$ cat config.mk
export PLATFORM = sky130hd
export DESIGN_NAME = polled_dev_port
export DESIGN_NICKNAME = d
export VERILOG_FILES = /design/src/rtl/pdp_pkg.sv /design/src/rtl/pdp_decode.sv /design/src/rtl/pdp_rx.sv /design/src/rtl/pdp_hshake.sv /design/src/rtl/polled_dev_port.sv
export SDC_FILE = /design/constraint.sdc
export NUM_CORES = 1
export LEC_CHECK = 0
export CELL_PAD_IN_SITES_DETAIL_PLACEMENT = 1
export CELL_PAD_IN_SITES_GLOBAL_PLACEMENT = 2
export CORE_MARGIN = 2
export CORE_UTILIZATION = 28
export CTS_BUF_LIST = sky130_fd_sc_hd__clkbuf_2
export DETAILED_ROUTE_END_ITERATION = 8
export PLACE_DENSITY_LB_ADDON = 0.1
export RECOVER_POWER = 100
export SLEW_MARGIN = 40
export SYNTH_ARGS = -nofsm -noshare
export SYNTH_HDL_FRONTEND = slang
export SYNTH_SLANG_ARGS = --single-unit
$ cat constraint.sdc
create_clock -name clk_i -period 2.5 [get_ports clk_i]
set_clock_uncertainty 0.15 [all_clocks]
set_input_delay 0.5 -clock clk_i [delete_from_list [all_inputs] [get_ports clk_i]]
set_output_delay 0.5 -clock clk_i [all_outputs]
set_load 0.05 [all_outputs]
$ cat src/rtl/pdp_pkg.sv
package pdp_pkg;
  localparam int NREG  = 4;
  localparam int IDX_W = 2;

  localparam logic [IDX_W-1:0] IDX_STAT = 2'd0;
  localparam logic [IDX_W-1:0] IDX_CTRL = 2'd1;
  localparam logic [IDX_W-1:0] IDX_DIN  = 2'd2;
  localparam logic [IDX_W-1:0] IDX_DOUT = 2'd3;

  localparam int ST_BUSY = 0;
  localparam int ST_GO   = 1;
  localparam int ST_ERR  = 2;
  localparam int ST_SRQ  = 3;

  localparam int CT_WR = 0;
  localparam int CT_GO = 1;

  typedef enum logic [1:0] {
    HS_IDLE = 2'd0,
    HS_XFER = 2'd1,
    HS_REL  = 2'd2
  } hs_state_e;
endpackage

$ cat src/rtl/pdp_decode.sv
module pdp_decode
  import pdp_pkg::*;
#(
  parameter int              ADDR_W    = 16,
  parameter logic [ADDR_W-1:0] BASE_ADDR = '0
) (
  input  logic              sel_i,
  input  logic              we_i,
  input  logic [ADDR_W-1:0] addr_i,
  output logic [NREG-1:0]   wr_en_o,
  output logic [NREG-1:0]   rd_en_o,
  output logic [IDX_W-1:0]  idx_o
);
  localparam int WIN_LSB = IDX_W + 2;

  logic hit;
  logic unused_lsb;

  assign unused_lsb = ^addr_i[1:0];
  assign hit   = sel_i && (addr_i[ADDR_W-1:WIN_LSB] == BASE_ADDR[ADDR_W-1:WIN_LSB]);
  assign idx_o = addr_i[WIN_LSB-1:2];

  for (genvar i = 0; i < NREG; i++) begin : g_sel
    assign wr_en_o[i] = hit &&  we_i && (idx_o == IDX_W'(i));
    assign rd_en_o[i] = hit && !we_i && (idx_o == IDX_W'(i));
  end

  always_comb begin
    assert ($onehot0(wr_en_o | rd_en_o)) else $error("assert_onehot_sel_R2");
  end
endmodule

$ cat src/rtl/pdp_rx.sv
module pdp_rx #(
  parameter int BYTE_W = 8
) (
  input  logic              clk_i,
  input  logic              rst_ni,
  input  logic              rx_valid_i,
  input  logic [BYTE_W-1:0] rx_data_i,
  input  logic              rd_clr_i,
  output logic [BYTE_W-1:0] din_o,
  output logic              srq_o,
  output logic              ovr_o
);
  logic [BYTE_W-1:0] din_q;
  logic              srq_q;

  // overrun only when the held byte was not consumed on this same edge
  assign ovr_o = rx_valid_i && srq_q && !rd_clr_i;
  assign din_o = din_q;
  assign srq_o = srq_q;

  always_ff @(posedge clk_i or negedge rst_ni) begin
    if (!rst_ni) begin
      din_q <= '0;
      srq_q <= 1'b0;
    end else if (rx_valid_i) begin
      din_q <= rx_data_i;
      srq_q <= 1'b1;
    end else if (rd_clr_i) begin
      srq_q <= 1'b0;
    end
  end

  assert_srq_set_R8: assert property (@(posedge clk_i) disable iff (!rst_ni)
    rx_valid_i |=> (srq_q && din_q == $past(rx_data_i)));

  assert_srq_clear_R9: assert property (@(posedge clk_i) disable iff (!rst_ni)
    (rd_clr_i && !rx_valid_i) |=> !srq_q);
endmodule

$ cat src/rtl/pdp_hshake.sv
module pdp_hshake
  import pdp_pkg::*;
#(
  parameter int TMO_W = 16
) (
  input  logic             clk_i,
  input  logic             rst_ni,
  input  logic             ctl_we_i,
  input  logic             ctl_go_i,
  input  logic             wr_cmd_i,
  input  logic [TMO_W-1:0] tmo_lim_i,
  input  logic             ovr_i,
  input  logic             tx_ready_i,
  output logic             tx_valid_o,
  output logic             busy_o,
  output logic             go_o,
  output logic             err_o
);
  hs_state_e        state_q;
  logic [TMO_W-1:0] cnt_q;
  logic             busy_q, go_q, err_q;

  assign tx_valid_o = (state_q == HS_XFER);
  assign busy_o     = busy_q;
  assign go_o       = go_q;
  assign err_o      = err_q;

  always_ff @(posedge clk_i or negedge rst_ni) begin
    if (!rst_ni) begin
      state_q <= HS_IDLE;
      cnt_q   <= '0;
      busy_q  <= 1'b0;
      go_q    <= 1'b0;
      err_q   <= 1'b0;
    end else begin
      unique case (state_q)
        HS_IDLE: begin
          if (go_q) begin
            busy_q <= 1'b1;
            cnt_q  <= '0;
            if (wr_cmd_i) begin
              state_q <= HS_XFER;
            end else begin
              go_q    <= 1'b0;
              err_q   <= 1'b1;
              state_q <= HS_REL;
            end
          end else if (ctl_we_i) begin
            go_q <= ctl_go_i;
          end
        end
        HS_XFER: begin
          if (tx_ready_i) begin
            go_q    <= 1'b0;
            err_q   <= 1'b0;
            state_q <= HS_REL;
          end else if (cnt_q == tmo_lim_i) begin
            go_q    <= 1'b0;
            err_q   <= 1'b1;
            state_q <= HS_REL;
          end else begin
            cnt_q <= cnt_q + 1'b1;
          end
        end
        HS_REL: begin
          busy_q  <= 1'b0;
          state_q <= HS_IDLE;
        end
        default: state_q <= HS_IDLE;
      endcase
      // receive overrun wins over a success clear on the same edge
      if (ovr_i) err_q <= 1'b1;
    end
  end

  assert_busy_follows_go_R3: assert property (@(posedge clk_i) disable iff (!rst_ni)
    (state_q == HS_IDLE && go_q) |=> busy_q);

  assert_valid_in_busy_R4: assert property (@(posedge clk_i) disable iff (!rst_ni)
    tx_valid_o |-> (busy_q && go_q));

  assert_release_order_R5: assert property (@(posedge clk_i) disable iff (!rst_ni)
    $fell(busy_q) |-> (!go_q && $past(!go_q)));

  assert_timeout_end_R6: assert property (@(posedge clk_i) disable iff (!rst_ni)
    (tx_valid_o && !tx_ready_i && cnt_q == tmo_lim_i) |=> (!tx_valid_o && err_q && !go_q));

  assert_nowrite_err_R7: assert property (@(posedge clk_i) disable iff (!rst_ni)
    (state_q == HS_IDLE && go_q && !wr_cmd_i) |=> (err_q && !tx_valid_o));
endmodule

$ cat src/rtl/polled_dev_port.sv
module polled_dev_port
  import pdp_pkg::*;
#(
  parameter int                ADDR_W    = 16,
  parameter int                DATA_W    = 32,
  parameter int                BYTE_W    = 8,
  parameter int                TMO_W     = 16,
  parameter logic [ADDR_W-1:0] BASE_ADDR = 16'h0040
) (
  input  logic              clk_i,
  input  logic              rst_ni,
  input  logic              bus_sel_i,
  input  logic              bus_we_i,
  input  logic [ADDR_W-1:0] bus_addr_i,
  input  logic [DATA_W-1:0] bus_wdata_i,
  output logic [DATA_W-1:0] bus_rdata_o,
  output logic              tx_valid_o,
  output logic [BYTE_W-1:0] tx_data_o,
  input  logic              tx_ready_i,
  input  logic              rx_valid_i,
  input  logic [BYTE_W-1:0] rx_data_i
);
  localparam int TMO_LSB = DATA_W - TMO_W;
  localparam int CT_PAD  = TMO_LSB - 2;

  logic [NREG-1:0]   wr_en, rd_en;
  logic [IDX_W-1:0]  idx;
  logic              busy, go, err, srq, ovr;
  logic [BYTE_W-1:0] din;
  logic [BYTE_W-1:0] dout_q;
  logic              wr_q;
  logic [TMO_W-1:0]  tmo_q;
  logic              unused_wdata;

  assign unused_wdata = ^bus_wdata_i[TMO_LSB-1:2];

  pdp_decode #(.ADDR_W(ADDR_W), .BASE_ADDR(BASE_ADDR)) u_dec (
    .sel_i   (bus_sel_i),
    .we_i    (bus_we_i),
    .addr_i  (bus_addr_i),
    .wr_en_o (wr_en),
    .rd_en_o (rd_en),
    .idx_o   (idx)
  );

  always_ff @(posedge clk_i or negedge rst_ni) begin
    if (!rst_ni) begin
      dout_q <= '0;
      wr_q   <= 1'b0;
      tmo_q  <= '0;
    end else if (!busy) begin
      if (wr_en[IDX_DOUT]) dout_q <= bus_wdata_i[BYTE_W-1:0];
      if (wr_en[IDX_CTRL]) begin
        wr_q  <= bus_wdata_i[CT_WR];
        tmo_q <= bus_wdata_i[DATA_W-1:TMO_LSB];
      end
    end
  end

  pdp_hshake #(.TMO_W(TMO_W)) u_hs (
    .clk_i      (clk_i),
    .rst_ni     (rst_ni),
    .ctl_we_i   (wr_en[IDX_CTRL] && !busy),
    .ctl_go_i   (bus_wdata_i[CT_GO]),
    .wr_cmd_i   (wr_q),
    .tmo_lim_i  (tmo_q),
    .ovr_i      (ovr),
    .tx_ready_i (tx_ready_i),
    .tx_valid_o (tx_valid_o),
    .busy_o     (busy),
    .go_o       (go),
    .err_o      (err)
  );

  pdp_rx #(.BYTE_W(BYTE_W)) u_rx (
    .clk_i      (clk_i),
    .rst_ni     (rst_ni),
    .rx_valid_i (rx_valid_i),
    .rx_data_i  (rx_data_i),
    .rd_clr_i   (rd_en[IDX_DIN]),
    .din_o      (din),
    .srq_o      (srq),
    .ovr_o      (ovr)
  );

  assign tx_data_o = dout_q;

  always_comb begin
    bus_rdata_o = '0;
    if (|rd_en) begin
      unique case (idx)
        IDX_STAT: begin
          bus_rdata_o[ST_BUSY] = busy;
          bus_rdata_o[ST_GO]   = go;
          bus_rdata_o[ST_ERR]  = err;
          bus_rdata_o[ST_SRQ]  = srq;
        end
        IDX_CTRL: bus_rdata_o = {tmo_q, {CT_PAD{1'b0}}, go, wr_q};
        IDX_DIN:  bus_rdata_o[BYTE_W-1:0] = din;
        IDX_DOUT: bus_rdata_o[BYTE_W-1:0] = dout_q;
        default:  bus_rdata_o = '0;
      endcase
    end
  end

  assert_dout_hold_R10: assert property (@(posedge clk_i) disable iff (!rst_ni)
    busy |=> ($stable(dout_q) && $stable(tmo_q) && $stable(wr_q)));

  assert_tx_data_stable_R4: assert property (@(posedge clk_i) disable iff (!rst_ni)
    (tx_valid_o && !tx_ready_i) |=> $stable(tx_data_o));
endmodule

# ---- Yosys cells after proc, flatten, opt, wreduce, memory -nomap -nowiden
# Cells that the tools add are included.
dict set report word_totals {
  ff_bits 55
  in_bits 62
  output_inout_bits 41
  wordCells 84
}
dict set report classes {
  n_addsub 1
  n_eq_ne 14
  n_mux 29
  bitwise_logic 1
  reduce_logical 29
}
# operator count
set op_table {}
lappend op_table {{2-to-1 mux 16 bit} 3}
lappend op_table {{2-to-1 mux 32 bit} 1}
lappend op_table {{one-hot mux 16 bit (2 select lines)} 1}
lappend op_table {{2-to-1 mux 24 bit} 1}
lappend op_table {{adder 16 x 1 -> 16 bit, second input constant} 1}
lappend op_table {{equality test 16 bit} 1}
lappend op_table {{one-hot mux 4 bit (4 select lines)} 1}
lappend op_table {{2-to-1 mux 1 bit} 13}
lappend op_table {{equality test 12 x 3 -> 1 bit, second input constant} 1}
lappend op_table {{logical AND 1 bit} 12}
lappend op_table {{AND reduction 2 bit} 5}
lappend op_table {{2-to-1 mux 2 bit} 4}
lappend op_table {{one-hot mux 4 bit (2 select lines)} 1}
lappend op_table {{AND reduction 4 bit} 2}
lappend op_table {{equality test 2 bit, second input constant} 3}
lappend op_table {{one-hot mux 1 bit (2 select lines)} 3}
lappend op_table {{nonzero test 2 bit} 3}
lappend op_table {{equality test 2 x 1 -> 1 bit, second input constant} 2}
lappend op_table {{zero test 2 bit} 2}
lappend op_table {{inequality test 2 bit, second input constant} 2}
lappend op_table {{inequality test 4 x 1 -> 1 bit, second input constant} 1}
lappend op_table {{one-hot mux 2 bit (2 select lines)} 1}
lappend op_table {{OR reduction 4 bit} 1}
lappend op_table {{zero test 1 bit} 3}
lappend op_table {{6 further kinds} 6}

# ---- Longest topological paths before layout
# Gate-level depths: netlist of the first run.
dict set report logic_depth {
  ltp_word 8
  mapped_depth 7
  mapped_depth_nobuf 6
}

# ---- Modules after synthesis
# From an unflattened synthesis of the first run, not the netlist that was laid out.
dict set report hier_totals {
  hier_cells 293
  hier_area_um2 3195.6
}
# mod n_inst cells_per_inst area_per_inst_um2 seq_area_each_um2
set modules_own_cells {}
lappend modules_own_cells {polled_dev_port 1 106 1343.8 625.6}
lappend modules_own_cells {pdp_hshake 1 146 1331.3 525.5}
lappend modules_own_cells {pdp_rx 1 21 376.6 225.2}
lappend modules_own_cells {pdp_decode 1 20 143.9 0.0}

# ---- Worst setup path before layout of the first run
# OpenSTA, ideal clock, no wires.
dict set report synth_path {
  path_kind {input to output}
  startpoint {input bus_addr_i[9]}
  endpoint {output bus_rdata_o[1]}
  t_arrival_ps 2315
  required_ps 1850
  path_slack_ps -465
  path_stages 4
  path_buffers 0
  path_cell_list {nor4_1 > and4b_1 > nand3_1 > a211oi_1}
}
dict set report synth_between {
  elab_chain_len 6
  word_cells_on_any_way 9
  classes_between {eq/ne: 1; mux: 1; reduce/logical: 7}
}
# item line_no
set synth_lines {}
lappend synth_lines {{start, declared} polled_dev_port.sv:14} ;# input logic [ADDR_W-1:0] bus_addr_i,
lappend synth_lines {{equality test 12 x 3 -> 1 bit (*)} pdp_decode.sv:20} ;# assign hit = sel_i && (addr_i[ADDR_W-1:WIN_LSB] == BASE_ADDR[ADDR_W-1:WIN_LSB]);
lappend synth_lines {{logical AND 1 bit (*)} pdp_decode.sv:20}
lappend synth_lines {{logical AND 1 bit (*)} pdp_decode.sv:25} ;# assign rd_en_o[i] = hit && !we_i && (idx_o == IDX_W'(i));
lappend synth_lines {{logical AND 1 bit} pdp_decode.sv:25}
lappend synth_lines {{OR reduction 4 bit (*)} polled_dev_port.sv:90} ;# if (|rd_en) begin
lappend synth_lines {{2-to-1 mux 32 bit (*)} polled_dev_port.sv:90}
lappend synth_lines {{end, declared} polled_dev_port.sv:16} ;# output logic [DATA_W-1:0] bus_rdata_o,
# Every way passes the cells marked *; elsewhere a longest branch is shown, timed or not.

# ---- Worst setup path after layout of the first run
dict set report layout_path {
  startpoint {input bus_addr_i[9]}
  endpoint {output bus_rdata_o[22]}
}
# Same word-level chain as after synthesis.

==> flow_summary.json, run 1 <==
{
  "finalHoldWorstSlack_ps": 376.3,
  "drtIter0Drc": 98,
  "cp-start-kind": "input port",
  "clkLatencyLatePin_ps": 450,
  "fp.dieH_um": 107.2,
  "numCtsBuffers": 5,
  "area_growth_syn_to_layout_pct": 47.51,
  "fmax_ghz": 0.3722,
  "final_common_cell": "dfrtp_1",
  "ys_async_sr_fraction_pct": 100.0,
  "critical_path.cell_chain": "clkdlybuf4s15_1 > nor4_4 > and4b_1 > nand3_2 > nor3b_4 > buf_6 > and2_4 > buf_12",
  "finalCritPeriodShare_pct": 107.5,
  "holdCritPathClass": "flop to flop",
  "final_cell_mix": "dfrtp_1, clkdlybuf4s50_1, buf_12",
  "violations": "capacitance limit, slew limit, setup timing",
  "critPathArrivalTime_ps": 2040,
  "post-route-drc-count": 0,
  "cts_tree": "yes",
  "htree_levels": 2,
  "crit_path_top_delay_cell": "nor3b_4",
  "status": "finished with violations",
  "rsz0062_at_grt": "yes",
  "io_pins": 103,
  "final_util_pct": 42.64,
  "critPathMaxFanout": 8,
  "die-area_sq_um": 11500,
  "synthFlopType": "dfrtp_1",
  "required_ps": 1850,
  "rr_worst_depth": 6,
  "startpoint": "bus_addr_i[9]",
  "grt_pass1_wl_um": 14420,
  "cts_max_path_buffers": 2,
  "grt_max_degree": 31,
  "clockRootBuffer": "clkbuf_2",
  "worst_pin_slew_ps": 1520,
  "p_per_area_nw_per_um2": 355.9,
  "critPathMaxStageDelay_ps": 310,
  "dp_hpwl_um": 6439,
  "rows": 37,
  "drv_slew": 27,
  "peakVddDrop_mv": 0.1653,
  "fin_area_sq_um": 4402,
  "antennaDiodeCount": 0,
  "gp_congestion": 0.7728,
  "syn_area_sq_um": 2984,
  "antenna_found_initial": 0,
  "die_w_um": 107.2,
  "drtPass1Iterations": 4,
  "yosysWarnings": 0,
  "cp-end-kind": "output pin",
  "power_leakage_nw": 1.879,
  "fin_crit_ps": 2686,
  "grt_pass1_vias": 2733,
  "cp-endpoint": "bus_rdata_o[22]",
  "io_buffers": 84,
  "dp_cells": 502,
  "ys_seq_area_share_pct": 46.12,
  "postRouteWirelength_um": 8722,
  "worst_slack_ps": -186.4,
  "grt_util_all_layers_pct": 16.08,
  "cap_viol_max_count": 1,
  "preCtsSetupSlack_ps": -492.1,
  "timing.rr.start": "u_hs.cnt_q[4]",
  "start_util_pct": 28.91,
  "rr_endpoint": "u_hs.cnt_q[3]",
  "synth_enable_flop_cells": 0,
  "synthDistinctLibCells": 47,
  "relSlewSlack_pct": -1.304,
  "postSynthAreaPerCell_sq_um": 10.73,
  "vias_per_cell": 4.825,
  "drtAntennaViolNets": 0,
  "hold_viol_final": 0,
  "routedWlPerCell_um": 16.97,
  "synthCells": 278,
  "path_clk_slew_ps": 290,
  "num_vias": 2480,
  "nets": 440,
  "ys_ff_latch": 55,
  "overflow": 0,
  "fillers": 1154,
  "clock_sinks": 55,
  "setup_viol": 20,
  "layout-drive-gt1-share_pct": 25.40,
  "fin_cells": 514,
  "crit_type": "input port to output pin",
  "placed_area_sq_um": 4323,
  "ff2ff_setup_slack_ps": 150,
  "core_area_sq_um": 10320
}
metal layers:
metal / vias to the layer above / share of wire [%] / track usage, %
li1: 1184 / - / -
met1: 1237 / 48 / 22.50
met2: 52 / 47 / 26.08
met3: 7 / 3.7 / 2.553
met4: 0 / 0.95 / 3.711
met5: - / 0 / 0
per-stage QoR:
stage	TNS (ps)	power, W
final	-3349	0.001566
after global routing	-10470	0.001652
after CTS	-3578	0.001607
after detailed placement	-16210	0.001222
after global placement	-16270	0.001217
after floorplan	-369.5	0.001086
sequential cells by signal, summed over array words and instances (netlist names):
register	flops
u_hs.cnt_q	16
u_hs.state_q	2
wr_q	1
tmo_q	16
u_hs.busy_o	1
tx_data_o	8
u_hs.err_o	1
u_rx.srq_o	1
u_hs.go_o	1
u_rx.din_o	8
Yosys cell counts, types with 2 or more instances:
master / number / area, sq um
o31ai_1: 5 / 37.54
nor3_1: 2 / 10.01
dfrtp_1: 55 / 1376
buf_2: 4 / 20.02
and3_1: 2 / 12.51
xnor2_1: 16 / 140.1
o311ai_0: 3 / 26.28
nor2b_1: 3 / 18.77
or3_1: 8 / 50.05
nand3_1: 8 / 40.04
mux2i_1: 6 / 60.06
and4b_1: 2 / 20.02
nor2_1: 16 / 60.06
a21oi_1: 11 / 55.05
nand2b_1: 2 / 12.51
nand2_1: 11 / 41.29
nand4_1: 5 / 31.28
or4_1: 6 / 45.04
o21ai_1: 2 / 10.01
clkbuf_1: 6 / 22.52
and4_1: 3 / 26.28
o211ai_1: 4 / 30.03
inv_1: 5 / 18.77
mux2_2: 16 / 180.2
a22oi_1: 2 / 15.01
buf_4: 8 / 60.06
and2_1: 18 / 112.6
mux2_1: 19 / 214.0
o21ai_0: 10 / 50.05
nor4_1: 2 / 12.51
nand2b_2: 2 / 17.52
area by class of cell:
class	instances	area (sq um)	area share, %
clock buffers	6	30.03	0.6822
clock inverters	2	12.51	0.2843
inverters	6	22.52	0.5117
multi-input cells	205	1613	36.64
flip-flops and latches	55	1376	31.27
well taps	136	170.2	3.866
repair buffers	104	1177	26.75
logic make-up after synthesis:
group | after synthesis | share of synthesized area (%)
multiplexers | 42 | 15.97
XOR/XNOR | 16 | 4.696
flip-flops | 55 | 46.12
adder cells (fa/ha/maj) | 1 | 0.4192
other | 1 | 0.1257
AND/OR/NAND/NOR | 97 | 19.75
AO/OA/AOI/OAI | 41 | 8.554
buffers and inverters | 25 | 4.360
worst min-delay path by stage:
stage / end / cells past startpoint / start
6_report: u_hs.cnt_q[15] / 1 / u_hs.cnt_q[15]
3_5_place_dp: u_hs.cnt_q[15] / 1 / u_hs.cnt_q[15]
4_1_cts: u_hs.cnt_q[15] / 1 / u_hs.cnt_q[15]
2_1_floorplan: tmo_q[0] / 0 / rst_ni
5_1_grt: u_hs.cnt_q[15] / 1 / u_hs.cnt_q[15]
3_3_place_gp: u_rx.din_o[3] / 1 / u_rx.din_o[3]
timing repair:
item	4_1_cts	5_1_grt
pin swaps	6	7
hold endpoints to repair	25	0
cloned	1	0
gates resized for setup	54	4
endpoints found under the setup margin	24	23
setup buffers	1	2
hold buffers	1	0
worst max-delay path, delay by kind of cell:
kind / cells / cell delay (ps)
buf+inv: 3 / 530
simple gates: 5 / 1010
power breakdown:
part           switching (W)  internal, W
Sequential         0.0000357     0.000924
Clock               0.000296    0.0000726
Combinational       0.000113     0.000126
Total               0.000444      0.00112
(Power assumes the default switching activity.)
==> run 2, diff against run 1 <==
Settings changed: PLACE_DENSITY_LB_ADDON 0.1 to 0.08, REMOVE_ABC_BUFFERS set to 1.
==> flow_summary.json, run 2 (synthesis results as in run 1) <==
{
  "status": "finished with violations",
  "violations": "setup timing",
  "dp_hpwl_um": 6211,
  "crit_type": "input port to output pin",
  "drv_slew": 0,
  "start_util_pct": 28.91,
  "numCtsBuffers": 5,
  "required_ps": 1850,
  "final_cell_mix": "dfrtp_1, clkdlybuf4s50_1, buf_12",
  "die-area_sq_um": 11500,
  "relSlewSlack_pct": 4.706,
  "worst_slack_ps": -231.5,
  "rows": 37,
  "critPathArrivalTime_ps": 2080,
  "cp-start-kind": "input port",
  "layout-drive-gt1-share_pct": 31.43,
  "rsz0062_at_grt": "yes",
  "grt_pass1_wl_um": 14290,
  "cts_tree": "yes",
  "drtAntennaViolNets": 0,
  "io_pins": 103,
  "area_growth_syn_to_layout_pct": 53.75,
  "fp.dieH_um": 107.2,
  "gp_congestion": 0.7221,
  "nets": 447,
  "fin_cells": 521,
  "p_total_w": 0.001676,
  "holdCritPathClass": "flop to flop",
  "cts_max_path_buffers": 2,
  "critPathMaxStageDelay_ps": 340,
  "setup_viol": 21,
  "finalCritPeriodShare_pct": 109.3,
  "num_vias": 2549,
  "fin_area_sq_um": 4588,
  "top_regs": "tmo_q (16), u_hs.cnt_q (16)",
  "hold_viol_final": 0,
  "crit_family": "simple AND/OR/NAND/NOR gates",
  "clockRootBuffer": "clkbuf_2",
  "p_per_area_nw_per_um2": 365.3,
  "cap_viol_max_count": 0,
  "cp-end-kind": "output pin",
  "crit_path_top_delay_cell": "nor3b_4",
  "vias_per_cell": 4.893,
  "power_leakage_nw": 1.975,
  "worst-path-buf-inv": 3,
  "antennaDiodeCount": 0,
  "worst_pin_slew_ps": 1429,
  "drtIter0Drc": 70,
  "path_clk_slew_ps": 280,
  "drtPass1Iterations": 4,
  "placed_area_sq_um": 4317,
  "critPathMaxFanout": 8,
  "io_buffers": 84,
  "fin_crit_ps": 2731,
  "routedWlPerCell_um": 16.76,
  "critical_path.cell_chain": "buf_6 > nor4_2 > and4b_2 > nand3_4 > nor3b_4 > buf_6 > and2_4 > buf_12",
  "clkLatencyLatePin_ps": 450,
  "grt_max_degree": 56,
  "post-route-drc-count": 0,
  "critPathMostFrequentCell": "buf_6",
  "grt_util_all_layers_pct": 16.08,
  "grt_pass1_vias": 2730,
  "dp_cells": 506,
  "htree_levels": 2,
  "die_w_um": 107.2,
  "postRouteWirelength_um": 8730,
  "setup_tns_ps": -3786,
  "clock_sinks": 55,
  "core_area_sq_um": 10320,
  "fmax_ghz": 0.3661,
  "peakVddDrop_mv": 0.1989,
  "antenna_found_initial": 0,
  "final_common_cell": "dfrtp_1",
  "overflow": 0
}
==> run 2: layout make-up <==
cell class	count	area [sq um]
fill	1115	5736
inverter	6	23.77
multi-input combinational	205	1674
clock buffer	5	25.02
timing repair buffer	111	1280
clock inverter	3	38.79
tap	136	170.2
sequential	55	1376
==> run 2: path summary, 6_finish.rpt <==
check                           startpoint              end  slack, ps  cells after the start
max                         bus_addr_i[15]  bus_rdata_o[16]       -230                      8
min                         u_hs.cnt_q[15]   u_hs.cnt_q[15]        380                      1
max reg2reg                u_hs.state_q[1]   u_hs.cnt_q[11]        340                      6
min reg2reg                 u_hs.cnt_q[15]   u_hs.cnt_q[15]        380                      1
max in group asynchronous           rst_ni       u_hs.err_o        560                      3
min in group asynchronous           rst_ni     tx_data_o[4]        800                      3
==> run 2: report_power, final <==
group	switching [W]	leakage (nW)	total [W]	internal, W
clock	0.000293	0.0404	0.000457	0.000164
combinational	0.000120	1.21	0.000258	0.000138
sequential	0.0000365	0.727	0.000960	0.000924
==> run 2: metal layers <==
metal / wire (um) / up-vias / track usage [%]
met5: 0 / - / 0
met4: 92 / 0 / 3.896
met3: 381 / 8 / 3.040
met2: 4071 / 54 / 25.63
met1: 4184 / 1284 / 22.49
li1: - / 1203 / -
==> run 2: repair_timing <==
item / 4_1_cts / 5_1_grt
cloned: 1 / 0
hold buffers: 1 / 0
gates resized for setup: 64 / 22
endpoints found under the setup margin: 24 / 24
pin swaps: 15 / 7
hold endpoints to repair: 55 / 0
setup buffers: 5 / 3
==> run 2: stage by stage <==
| stage | utilization [%] | hold WS, ps | setup WS, ps |
|---|---|---|---|
| after detailed placement | 41.81 | 346.6 | -450.4 |
| after floorplan | - | 54.41 | -642.4 |
| final | 44.44 | 380.6 | -231.5 |
| after CTS | 43.99 | 360.6 | -198.2 |
| after global routing | 44.44 | 385.2 | -316.2 |
| after global placement | 41.81 | 337.2 | -425.2 |
